--- src/rtl/mbus_pkg.sv ---
package mbus_pkg;

    typedef enum logic [1:0] {
        ST_IDLE = 2'd0,
        ST_BUS  = 2'd1,
        ST_HOLD = 2'd2
    } bus_st_e;

    // Top-line status word, bit 3 down to bit 0
    typedef struct packed {
        logic       own_n;   // S6: low while this master owns the bus
        logic       ie;      // S5: interrupt enable at cycle start
        logic [1:0] seg;     // S4:S3 segment code
    } hi_status_t;

    localparam int HI_W = 4;

endpackage

--- src/rtl/mbus_seq.sv ---
module mbus_seq
    import mbus_pkg::*;
#(
    parameter int DATA_W     = 16,
    parameter int CYCLE_CLKS = 4,
    localparam int AW        = DATA_W + HI_W,
    localparam int PH_W      = (CYCLE_CLKS > 2) ? $clog2(CYCLE_CLKS) : 1
) (
    input  logic              clk,
    input  logic              rst_n,
    input  logic              req_valid,
    input  logic [AW-1:0]     req_addr,
    input  logic [DATA_W-1:0] req_wdata,
    input  logic              req_write,
    input  logic [1:0]        req_seg,
    input  logic              ie_flag,
    input  logic              hold_req,
    output bus_st_e           st,
    output logic              first,
    output logic [AW-1:0]     addr,
    output logic [DATA_W-1:0] wdata,
    output logic              wr,
    output logic [1:0]        seg,
    output logic              ie
);

    localparam logic [PH_W-1:0] PH_LAST = PH_W'(CYCLE_CLKS - 1);

    typedef struct packed {
        bus_st_e           st;
        logic [PH_W-1:0]   ph;
        logic [AW-1:0]     addr;
        logic [DATA_W-1:0] wdata;
        logic              wr;
        logic [1:0]        seg;
        logic              ie;
    } seq_t;

    seq_t cur_q, nxt_d;
    logic boundary;

    always_comb begin
        nxt_d    = cur_q;
        boundary = (cur_q.st == ST_IDLE) ||
                   (cur_q.st == ST_BUS && cur_q.ph == PH_LAST);
        if (cur_q.st == ST_HOLD) begin
            if (!hold_req) nxt_d.st = ST_IDLE;
        end else if (boundary) begin
            if (hold_req) begin
                nxt_d.st = ST_HOLD;
            end else if (req_valid) begin
                nxt_d.st    = ST_BUS;
                nxt_d.ph    = '0;
                nxt_d.addr  = req_addr;
                nxt_d.wdata = req_wdata;
                nxt_d.wr    = req_write;
                nxt_d.seg   = req_seg;
                nxt_d.ie    = ie_flag;
            end else begin
                nxt_d.st = ST_IDLE;
            end
        end else begin
            nxt_d.ph = cur_q.ph + 1'b1;
        end
    end

    always_ff @(posedge clk) begin
        if (!rst_n) begin
            cur_q <= '{st: ST_IDLE, ph: '0, addr: '0, wdata: '0,
                       wr: 1'b0, seg: 2'b00, ie: 1'b0};
        end else begin
            cur_q <= nxt_d;
        end
    end

    assign st    = cur_q.st;
    assign first = (cur_q.st == ST_BUS) && (cur_q.ph == '0);
    assign addr  = cur_q.addr;
    assign wdata = cur_q.wdata;
    assign wr    = cur_q.wr;
    assign seg   = cur_q.seg;
    assign ie    = cur_q.ie;

    // Grant only ever follows a cycle boundary
    p_hold_at_boundary_r8: assert property (@(posedge clk) disable iff (!rst_n)
        (cur_q.st != ST_HOLD) ##1 (cur_q.st == ST_HOLD) |->
            ($past(cur_q.st) == ST_IDLE) || ($past(cur_q.ph) == PH_LAST));

    // Latched cycle fields do not move inside a cycle
    p_fields_hold_r7: assert property (@(posedge clk) disable iff (!rst_n)
        (cur_q.st == ST_BUS && cur_q.ph != PH_LAST) |=>
            $stable(cur_q.ie) && $stable(cur_q.seg) && $stable(cur_q.wr));

endmodule

--- src/rtl/mbus_outmux.sv ---
module mbus_outmux
    import mbus_pkg::*;
#(
    parameter int DATA_W = 16,
    localparam int AW    = DATA_W + HI_W
) (
    input  bus_st_e           st,
    input  logic              first,
    input  logic [AW-1:0]     addr,
    input  logic [DATA_W-1:0] wdata,
    input  logic              wr,
    input  logic [1:0]        seg,
    input  logic              ie,
    output logic              ale,
    output logic [DATA_W-1:0] ad_out,
    output logic              ad_oe,
    output logic [HI_W-1:0]   hi_out,
    output logic              hi_oe,
    output logic              hlda
);

    hi_status_t stat;

    always_comb begin
        stat.own_n = 1'b0;
        stat.ie    = ie;
        stat.seg   = seg;

        ale    = first;
        hlda   = (st == ST_HOLD);
        hi_oe  = (st != ST_HOLD);
        ad_oe  = (st == ST_BUS) && (first || wr);
        ad_out = first ? addr[DATA_W-1:0] : wdata;
        hi_out = first ? addr[AW-1:DATA_W] : stat;
    end

endmodule

--- src/rtl/mbus_drv.sv ---
module mbus_drv
    import mbus_pkg::*;
#(
    parameter int DATA_W     = 16,
    parameter int CYCLE_CLKS = 4
) (
    input  logic                     clk,
    input  logic                     rst_n,
    input  logic                     req_valid,
    input  logic [DATA_W+HI_W-1:0]   req_addr,
    input  logic [DATA_W-1:0]        req_wdata,
    input  logic                     req_write,
    input  logic [1:0]               req_seg,
    input  logic                     ie_flag,
    input  logic                     hold_req,
    output logic                     hlda,
    output logic                     ale,
    output logic [DATA_W-1:0]        ad_out,
    output logic                     ad_oe,
    output logic [HI_W-1:0]          hi_out,
    output logic                     hi_oe
);

    localparam int AW = DATA_W + HI_W;

    bus_st_e           s_st;
    logic              s_first;
    logic [AW-1:0]     s_addr;
    logic [DATA_W-1:0] s_wdata;
    logic              s_wr;
    logic [1:0]        s_seg;
    logic              s_ie;

    mbus_seq #(.DATA_W(DATA_W), .CYCLE_CLKS(CYCLE_CLKS)) u_seq (
        .clk       (clk),
        .rst_n     (rst_n),
        .req_valid (req_valid),
        .req_addr  (req_addr),
        .req_wdata (req_wdata),
        .req_write (req_write),
        .req_seg   (req_seg),
        .ie_flag   (ie_flag),
        .hold_req  (hold_req),
        .st        (s_st),
        .first     (s_first),
        .addr      (s_addr),
        .wdata     (s_wdata),
        .wr        (s_wr),
        .seg       (s_seg),
        .ie        (s_ie)
    );

    mbus_outmux #(.DATA_W(DATA_W)) u_mux (
        .st     (s_st),
        .first  (s_first),
        .addr   (s_addr),
        .wdata  (s_wdata),
        .wr     (s_wr),
        .seg    (s_seg),
        .ie     (s_ie),
        .ale    (ale),
        .ad_out (ad_out),
        .ad_oe  (ad_oe),
        .hi_out (hi_out),
        .hi_oe  (hi_oe),
        .hlda   (hlda)
    );

    // Strobe lasts a single clock
    p_ale_single_r2: assert property (@(posedge clk) disable iff (!rst_n)
        ale |=> !ale);

    // Everything floats while another master owns the bus
    p_float_in_hold_r8: assert property (@(posedge clk) disable iff (!rst_n)
        hlda |-> (!ad_oe && !hi_oe && !ale));

    // Ownership bit low whenever top lines carry status
    p_s6_low_r6: assert property (@(posedge clk) disable iff (!rst_n)
        (hi_oe && !ale) |-> !hi_out[3]);

    // Enable flag shown as S5 holds across the data clocks
    p_s5_stable_r7: assert property (@(posedge clk) disable iff (!rst_n)
        (!ale && !hlda && ad_oe) |=> (ad_oe && !ale) |-> $stable(hi_out[2]));

    // Grant never arrives while strobe is up
    p_no_grant_mid_r8: assert property (@(posedge clk) disable iff (!rst_n)
        ale |=> !hlda);

endmodule

--- config.mk ---
export PLATFORM = sky130hd
export DESIGN_NAME = mbus_drv
export DESIGN_NICKNAME = d
export VERILOG_FILES = /design/src/rtl/mbus_pkg.sv /design/src/rtl/mbus_seq.sv /design/src/rtl/mbus_outmux.sv /design/src/rtl/mbus_drv.sv
export SDC_FILE = /design/constraint.sdc
export NUM_CORES = 1
export LEC_CHECK = 0
export BUFFER_PORTS_ARGS = -buffer_cell sky130_fd_sc_hd__buf_2
export CAP_MARGIN = 20
export CORE_ASPECT_RATIO = 2
export CORE_MARGIN = 1
export CORE_UTILIZATION = 54
export DETAILED_ROUTE_END_ITERATION = 10
export PLACE_DENSITY = 0.89
export SLEW_MARGIN = 30
export SYNTH_ARGS = -nofsm -noshare
export SYNTH_HDL_FRONTEND = slang
export SYNTH_SLANG_ARGS = --single-unit
--- constraint.sdc ---
create_clock -name clk -period 3.01 [get_ports clk]
set_input_delay 0 -clock clk [delete_from_list [all_inputs] [get_ports clk]]
set_output_delay 0 -clock clk [all_outputs]
set_load 0.01 [all_outputs]
# After elaboration in Yosys (flattened, before gate mapping)
# Cells that the tools add are included.
# classes
add_sub_neg	1
eq_ne	7
mux	10
n_bitwise	2
n_reduce_logical	11
# op_table
op	count
$mux 42	2
$mux 16	1
$mux 2	5
$ne 2x2->1 const B	4
$eq 2x2->1 const B	2
$logic_not 2->1	2
$mux 4	1
$reduce_and 4->1	1
$logic_and 1x1->1	3
$reduce_and 3->1	1
$add 2x1->2 const B	1
$eq 2x1->1 const B	1
$logic_or 1x1->1	2
$not 1->1	2
$reduce_and 2->1	1
$reduce_bool 2->1	1
$mux 1	1
# word_totals
ff_bits	44
inputBits	44
output_inout_bits	24
word_cells	38

# Longest topological paths before layout
# Gate-level depths: netlist of the first run.
# logic_depth
depth_word	5
ltp_mapped	6

# Modules after synthesis
# Synthesis of the first run repeated with hierarchy kept, for this count alone.
# unflattened
cells_unflattened	267
hier_area_um2	2472.4
# modules_own_cells
mod	n_inst	cells_each	area_each_um2
mbus_seq	1	240	2125.8
mbus_outmux	1	27	346.6

# Least setup slack after synthesis of the first run
# No wires, ideal clock.
# synth_timing
path_kind	reg2reg
start	register u_seq.cur_q, in the netlist u_seq.st[1]
end	register u_seq.cur_q, in the netlist u_seq.addr[0]
setup_ns	0.072
arrival_time_ns	1.307
required_time_ns	2.938
slack_ns	1.632
stages_incl_launch_ff	5
path_buffers	1
synth_period_minus_slack_ns	1.378
cell_sequence	dfxtp_1 > or3b_4 > a21oi_4 > buf_8 > mux2i_1
# synth_between
elab_chain_len	4
# synth_lines
item	line_no	rtl
start: declaration	mbus_seq.sv:39	seq_t cur_q, nxt_d;
start signal: assignment	mbus_seq.sv:69	cur_q <= '{st: ST_IDLE, ph: '0, addr: '0, wdata: '0,
start signal: assignment	mbus_seq.sv:72	cur_q <= nxt_d;
$eq 2x1->1	mbus_seq.sv:45	(cur_q.st == ST_BUS && cur_q.ph == PH_LAST);
$logic_and 1x1->1	mbus_seq.sv:45	
$logic_or 1x1->1	mbus_seq.sv:44	boundary = (cur_q.st == ST_IDLE) ||
$reduce_and 4->1 (no line) (*)	n/a	
# Mark *: on every way between the ends. The rest lies on a longest branch, timed or not.
# A chain may end at the register's enable or synchronous reset.

# Worst setup path after layout of the first run
# layout_timing
start	register u_seq.cur_q[40] (netlist name)
end	output port hi_out[1]
# layout_between
elab_chain_len	3
# layout_lines
item	line_no	rtl
$logic_not 2->1	mbus_seq.sv:77	assign first = (cur_q.st == ST_BUS) && (cur_q.ph == '0);
$logic_and 1x1->1	mbus_seq.sv:77	
$mux 4	mbus_outmux.sv:34	hi_out = first ? addr[AW-1:DATA_W] : stat;
end: declaration	mbus_drv.sv:20	output logic [HI_W-1:0] hi_out,
# No other way between the ends.

==> out/qor.txt, run 1 <==
Status: finished, final reports clean
Final Util: 0.791
Post-DR wirelength/cell: 13.2 um
RD Place Congestion: 0.820
Leakage: 0.00132 uW
Cell Int Power: 897 uW
Residual DRC: 0
Commonest register cell after synthesis: dfxtp_1
Wirelength, routed: 4990 um
Post-synth top area cell: dfxtp_1
Yosys reg bits: 44
Fin Setup TNS: 0 ns
Crit path launch type: flip-flop
Minimum clock period: 1.83 ns
WS Path Type: reg2out
Count of different cell masters after synthesis: 19
Maximum buffer depth of the clock tree: 2
HP Start: hold_req
Number of I/O pins: 68
Hold Crit Class: in2reg
Comb power frac: 0.181
Synthesized area: 0.00207 mm^2
Largest net degree at the start of global routing: 47
Syn_nets: 273
Max_slew headroom: 0.576
Area contributors post-synth: dfxtp_1, mux2i_1, nand2_1
Worst slew pin tran: 0.636 ns
Crit path buf inv count: 3
Count leader, synth: nand2_1
Power consumption: 1220 uW
Reg clk slew, reported paths: 0.08 ns
Clock skew: 0.00949 ns
RSZ-0062 raised after global routing: no
Yosys warns: 0
CTS resizes: 0
Sequential cell area fraction in the yosys report: 0.425
CTS Sinks: 44
Worst-path fanout max: 20
Fin worst setup slack: 1.18 ns
Synth top cells by count: nand2_1, dfxtp_1, mux2i_1, mux2_2, clkbuf_1
Avg Inst Size Synth: 9.14 um^2
Critical path required time: 3.01 ns
Max frequency: 546 MHz
Endpoints failing setup: 0
Vias in the first global route: 1,832
Clock latency on the worst-skew pair: 0.30 ns
Vias: 1,876
CTS tree: built
Share of cells above drive strength 1: 0.306
Clock Power Share: 0.305
Worst R2R End: u_seq.wdata[4]
Hold Path Sink: u_seq.st[1]
Crit Reg-Reg Startpoint: u_seq.st[1]
# Max-Cap Violations: 0
Critical Path AT: 1.83 ns
Die W: 45.8 um
Fin nets: 375
CTS root buf: clkbuf_8
Die ar.: 0.00411 mm^2
Chip height: 89.7 um
Dpl hpwl: 2880 um
Power Density: 424 mW/mm^2
FP Rows: 31
Delay-heaviest family, CP: buffers and inverters
Drt pass-1 iters: 4
Hold Fails Final Rpt: 0
Layout area overhead: 39.1%
CP Capture Type: output pin
GRT overflow: 0
Sequential power share: 0.514
Initial antenna violation count: 0
Worst path cell trace: inv_1, ha_1, nand3b_1, buf_4, mux2_2, buf_2
Final ANT Viol Nets: 0
Core ar.: 0.00365 mm^2
Number of flops mapped to enable cells by yosys: 0
Starting Density: 0.569
Inserted Diodes: 0
DR iter-0 viols: 23
Worst reg2reg path depth: 4
Input/output buffers: 67
Slowest cell on the critical path: mux2_2
Dpl ws: 1.44 ns
Max stage delay on crit path: 0.39 ns
Num CTS Buffers: 5
GRT Util Overall: 0.247
Synth top area share: 0.425
Sw Ratio: 0.267
Number of vias per cell: 4.95
Pins over their slew limit: 0
Syn Inst Count: 227
Switch Pwr: 326 uW
H-tree depth: 2
Reg2reg setup slack: 1.39 ns
Worst Hold Depth: 3
Asr flop ratio synth: 0
Max VDD drop: 546 uV
Final Cycle Share: 0.608
Global-route wire length before repair: 7330 um
[worst min-delay path, stage by stage]
cell      delay [ns]
buf_2           0.11
o21ai_0         0.08
a21boi_0        0.09
[registers in the layout, indices dropped and copies added, names as in the netlist]
| name | cells |
|---|---|
| u_seq.seg | 2 |
| u_seq.st | 2 |
| u_seq.addr | 20 |
| u_seq.wr | 1 |
| u_seq.ie | 1 |
| u_seq.cur_q | 2 |
| u_seq.wdata | 16 |
[timing repair]
| action | 4_1_cts | 5_1_grt |
|---|---|---|
| hold endpoints to repair | 40 | 0 |
| setup buffers | 0 | 0 |
| hold buffers | 40 | 0 |
| endpoints found under the setup margin | 0 | 0 |
[layer usage]
layer  up-vias  global-route usage  routed length, um
met5         -                   0                  0
met4         0               0.155                216
met3        18              0.0480                167
met2        58               0.466               2790
met1       858               0.226               1820
li1        942                   -                  -
[power groups by stage]
stage               Combinational [uW]  Clock [uW]  Sequential (uW)
global placement                   174           0              640
floorplan                          126           0              637
finish                             222         373              628
global route                       241         403              631
detailed placement                 178           0              641
CTS                                218         378              628
[cells by family (layout without fill, tap and decap cells)]
group,Yosys count,count (layout),share of synthesized area
compound gates,7,7,0.0247
fa+ha+maj,2,2,0.0121
buf+inv,22,125,0.0633
flops,44,44,0.425
mux,59,59,0.296
simple gates,93,93,0.179
[cell type report]
type / instances / area (um^2)
multi-input combinational: 161 / 1060
tap: 49 / 61.3
clock buffer: 5 / 68.8
fill: 244 / 761
timing repair buffer: 111 / 766
inverter: 6 / 22.5
clock inverter: 3 / 23.8
sequential: 44 / 881
[cells in the final DEF, fill, tap and decap left out]
cell	Yosys	layout
o21ai_0	3	3
mux2i_1	40	40
a21oi_4	1	1
nor2_1	1	1
nand3b_1	1	1
dlygate4sd3_1	0	40
mux2_2	19	19
a21boi_0	1	1
or3b_4	1	1
and2_1	2	2
clkbuf_8	0	5
buf_4	0	4
clkinv_4	0	1
and2b_2	1	1
nand2_1	86	86
clkinvlp_4	0	2
nor3_1	1	1
inv_1	6	6
buf_2	3	67
ha_1	2	2
o22ai_1	2	2
dfxtp_1	44	44
[worst max-delay path by stage]
stage | from | endpoint | cells past startpoint
after floorplan | u_seq.st[1] | u_seq.addr[0] | 4
after global placement | u_seq.st[1] | u_seq.addr[6] | 4
after detailed placement | u_seq.st[1] | u_seq.wdata[6] | 4
after CTS | u_seq.cur_q[40] | hi_out[1] | 6
after global routing | u_seq.cur_q[40] | hi_out[1] | 6
final | u_seq.cur_q[40] | hi_out[1] | 6
[per-stage QoR]
stage	hold slack (ns)	instance area (um^2)	cells
after floorplan	0.142	2070	227
after global placement	0.247	2390	331
after detailed placement	0.253	2390	331
after CTS	0.0303	2890	379
after global routing	0.0403	2890	379
final	0.0403	2890	379
(Power assumes the default switching activity.)
==> run 2, diff against run 1 <==
--- a/config.mk
+++ b/config.mk
@@ -5,13 +5,14 @@
 export SDC_FILE = /design/constraint.sdc
 export NUM_CORES = 1
 export LEC_CHECK = 0
+export ABC_AREA = 1
 export BUFFER_PORTS_ARGS = -buffer_cell sky130_fd_sc_hd__buf_2
 export CAP_MARGIN = 20
 export CORE_ASPECT_RATIO = 2
 export CORE_MARGIN = 1
-export CORE_UTILIZATION = 54
+export CORE_UTILIZATION = 49
 export DETAILED_ROUTE_END_ITERATION = 10
-export PLACE_DENSITY = 0.89
+export PLACE_DENSITY = 0.83
 export SLEW_MARGIN = 30
 export SYNTH_ARGS = -nofsm -noshare
 export SYNTH_HDL_FRONTEND = slang
==> constraint.sdc (replaced) <==
create_clock -name clk -period 1.8 [get_ports clk]
set_input_delay 0 -clock clk [delete_from_list [all_inputs] [get_ports clk]]
set_output_delay 0 -clock clk [all_outputs]
set_load 0.01 [all_outputs]
==> run 2 against run 1 <==
Compared with the run above:
- critical path depth increased by 1
- sequential power increased by 69%
- clock skew decreased by 0.0047 ns
- count of clock-buffer cells in the layout increased by 1
- routed wire length increased by 4.6%
- synthesized cell count increased by 30%
- clock power increased by 100%
- core utilization decreased by 5.6 points
- highest routed layer unchanged
==> out/qor.txt, run 2 <==
Status: finished, final reports clean
Final ANT Viol Nets: 0
Final Cycle Share: 0.887
Worst reg2reg path depth: 7
Max VDD drop: 814 uV
Commonest non-fill, non-tap cell in the layout: nand2_1
Yosys warns: 0
CTS tree: built
CP Capture Point: ad_out[10]
GRT Util Overall: 0.266
Worst R2R End: u_seq.wdata[7]
Synthesized area: 0.00197 mm^2
Max frequency: 626 MHz
Number of I/O pins: 68
Maximum buffer depth of the clock tree: 2
RSZ-0062 raised after global routing: no
Reg2reg setup slack: 0.45 ns
Asr flop ratio synth: 0
Worst slew pin tran: 0.674 ns
Clock skew: 0.00480 ns
Crit Reg-Reg Startpoint: u_seq.cur_q[40]
Fin nets: 440
Hold Crit Class: in2reg
Pins over their slew limit: 0
Number of vias per cell: 5.01
Endpoints failing setup: 0
Vias: 2,236
Chip height: 91.7 um
Synth top cells by count: nand2_1, nor2_1, dfxtp_1, inv_1, a21oi_1
CTS resizes: 0
Residual DRC: 0
Fin Setup TNS: 0 ns
Inserted Diodes: 0
Syn Inst Count: 294
Number of flops mapped to enable cells by yosys: 0
Most frequent cells in the layout: nand2_1, buf_2, nor2_1
FP Rows: 32
Hold_ws: 0.00162 ns
Die ar.: 0.00430 mm^2
Count of different cell masters after synthesis: 16
Critical path required time: 1.80 ns
CTS root buf: clkbuf_8
# Post-CTS Setup Buffers: 0
Hold_buf cts: 39
Post-DR wirelength/cell: 11.7 um
Yosys reg bits: 44
Count leader, synth: nand2_1
Layout area overhead: 43.3%
Commonest register cell after synthesis: dfxtp_1
Dpl hpwl: 3000 um
Worst-path fanout max: 20
RD Place Congestion: 0.781
Input/output buffers: 67
Hold Fails Final Rpt: 0
Initial antenna violation count: 0
Sequential cell area fraction in the yosys report: 0.447
H-tree depth: 2
Power Density: 783 mW/mm^2
Starting Density: 0.513
# Max-Cap Violations: 0
Reg clk slew, reported paths: 0.08 ns
WS Path Type: reg2out
Drt pass-1 iters: 4
Max reg flops: 20
Share of cells above drive strength 1: 0.213
Avg Inst Size Synth: 6.71 um^2
Post-synth top area cell: dfxtp_1
Clock latency on the worst-skew pair: 0.30 ns
Syn_nets: 340
Wirelength, routed: 5220 um
Global-route wire length before repair: 8520 um
Minimum clock period: 1.60 ns
Power consumption: 2210 uW
Leakage: 0.00138 uW
Area contributors post-synth: dfxtp_1, nand2_1, nor2_1
Max_slew headroom: 0.550
Crit path launch type: flip-flop
Vias in the first global route: 2,128
Num CTS Buffers: 5
Critical Path AT: 1.60 ns
GRT overflow: 0
Largest net degree at the start of global routing: 34
Worst Setup SP: u_seq.cur_q[40]
DR iter-0 viols: 58
Synth top area share: 0.447
Die W: 46.9 um
CTS Sinks: 44
CP Capture Type: output pin
Core ar.: 0.00384 mm^2
## run 2: report_power, final
part           switching (uW)  total (uW)  internal, uW
clock network             337         750           412
registers                25.9        1060          1030
logic                     219         404           186
total                     582        2210          1630
## run 2: worst min path at each step
stage                       startpoint              to  cells after the start
after floorplan                  rst_n   u_seq.addr[0]                      2
after global placement     req_addr[4]   u_seq.addr[4]                      3
after detailed placement   req_addr[6]   u_seq.addr[6]                      3
after CTS                 req_wdata[4]  u_seq.wdata[4]                      3
after global routing      req_wdata[4]  u_seq.wdata[4]                      3
final                       req_seg[1]    u_seq.seg[1]                      3
## run 2: cell families (layout without fill, tap and decap cells)
group	after synthesis	in the layout	synth area share
AOI/OAI and AO/OA	45	45	0.114
and+or+nand+nor	155	155	0.325
DFF	44	44	0.447
buffers and inverters	48	149	0.102
adders and majority gates	2	2	0.0127
## run 2: layout make-up
class	instances	area, um^2
Tap cell	51	63.8
Sequential cell	44	881
Inverter	28	105
Timing Repair Buffer	113	778
Multi-Input combinational cell	202	891
Clock buffer	6	72.6
Clock inverter	2	35.0
Fill cell	305	1020
## run 2: through the flow
step | util | setup WS (ns) | instances | cell area, um^2
after global placement | 0.606 | 0.510 | 399 | 2330
after detailed placement | 0.606 | 0.464 | 399 | 2330
after CTS | 0.735 | 0.240 | 446 | 2830
after floorplan | - | 0.639 | 294 | 1970
final | 0.735 | 0.203 | 446 | 2830
after global routing | 0.735 | 0.0561 | 446 | 2830
## run 2: worst max-delay path, stage by stage, from the launching register on
cell,delay [ns]
dfxtp_1,0.36
inv_1,0.07
ha_1,0.19
nand3_1,0.09
buf_4,0.22
nand2_1,0.07
o21ai_0,0.11
buf_2,0.18
## run 2: routing by layer
layer | track usage | vias to the layer above | routed length [um]
met3 | 0.0512 | 24 | 243
met5 | 0 | - | 0
met2 | 0.468 | 88 | 2820
li1 | - | 1127 | -
met4 | 0.140 | 0 | 231
met1 | 0.272 | 997 | 1930
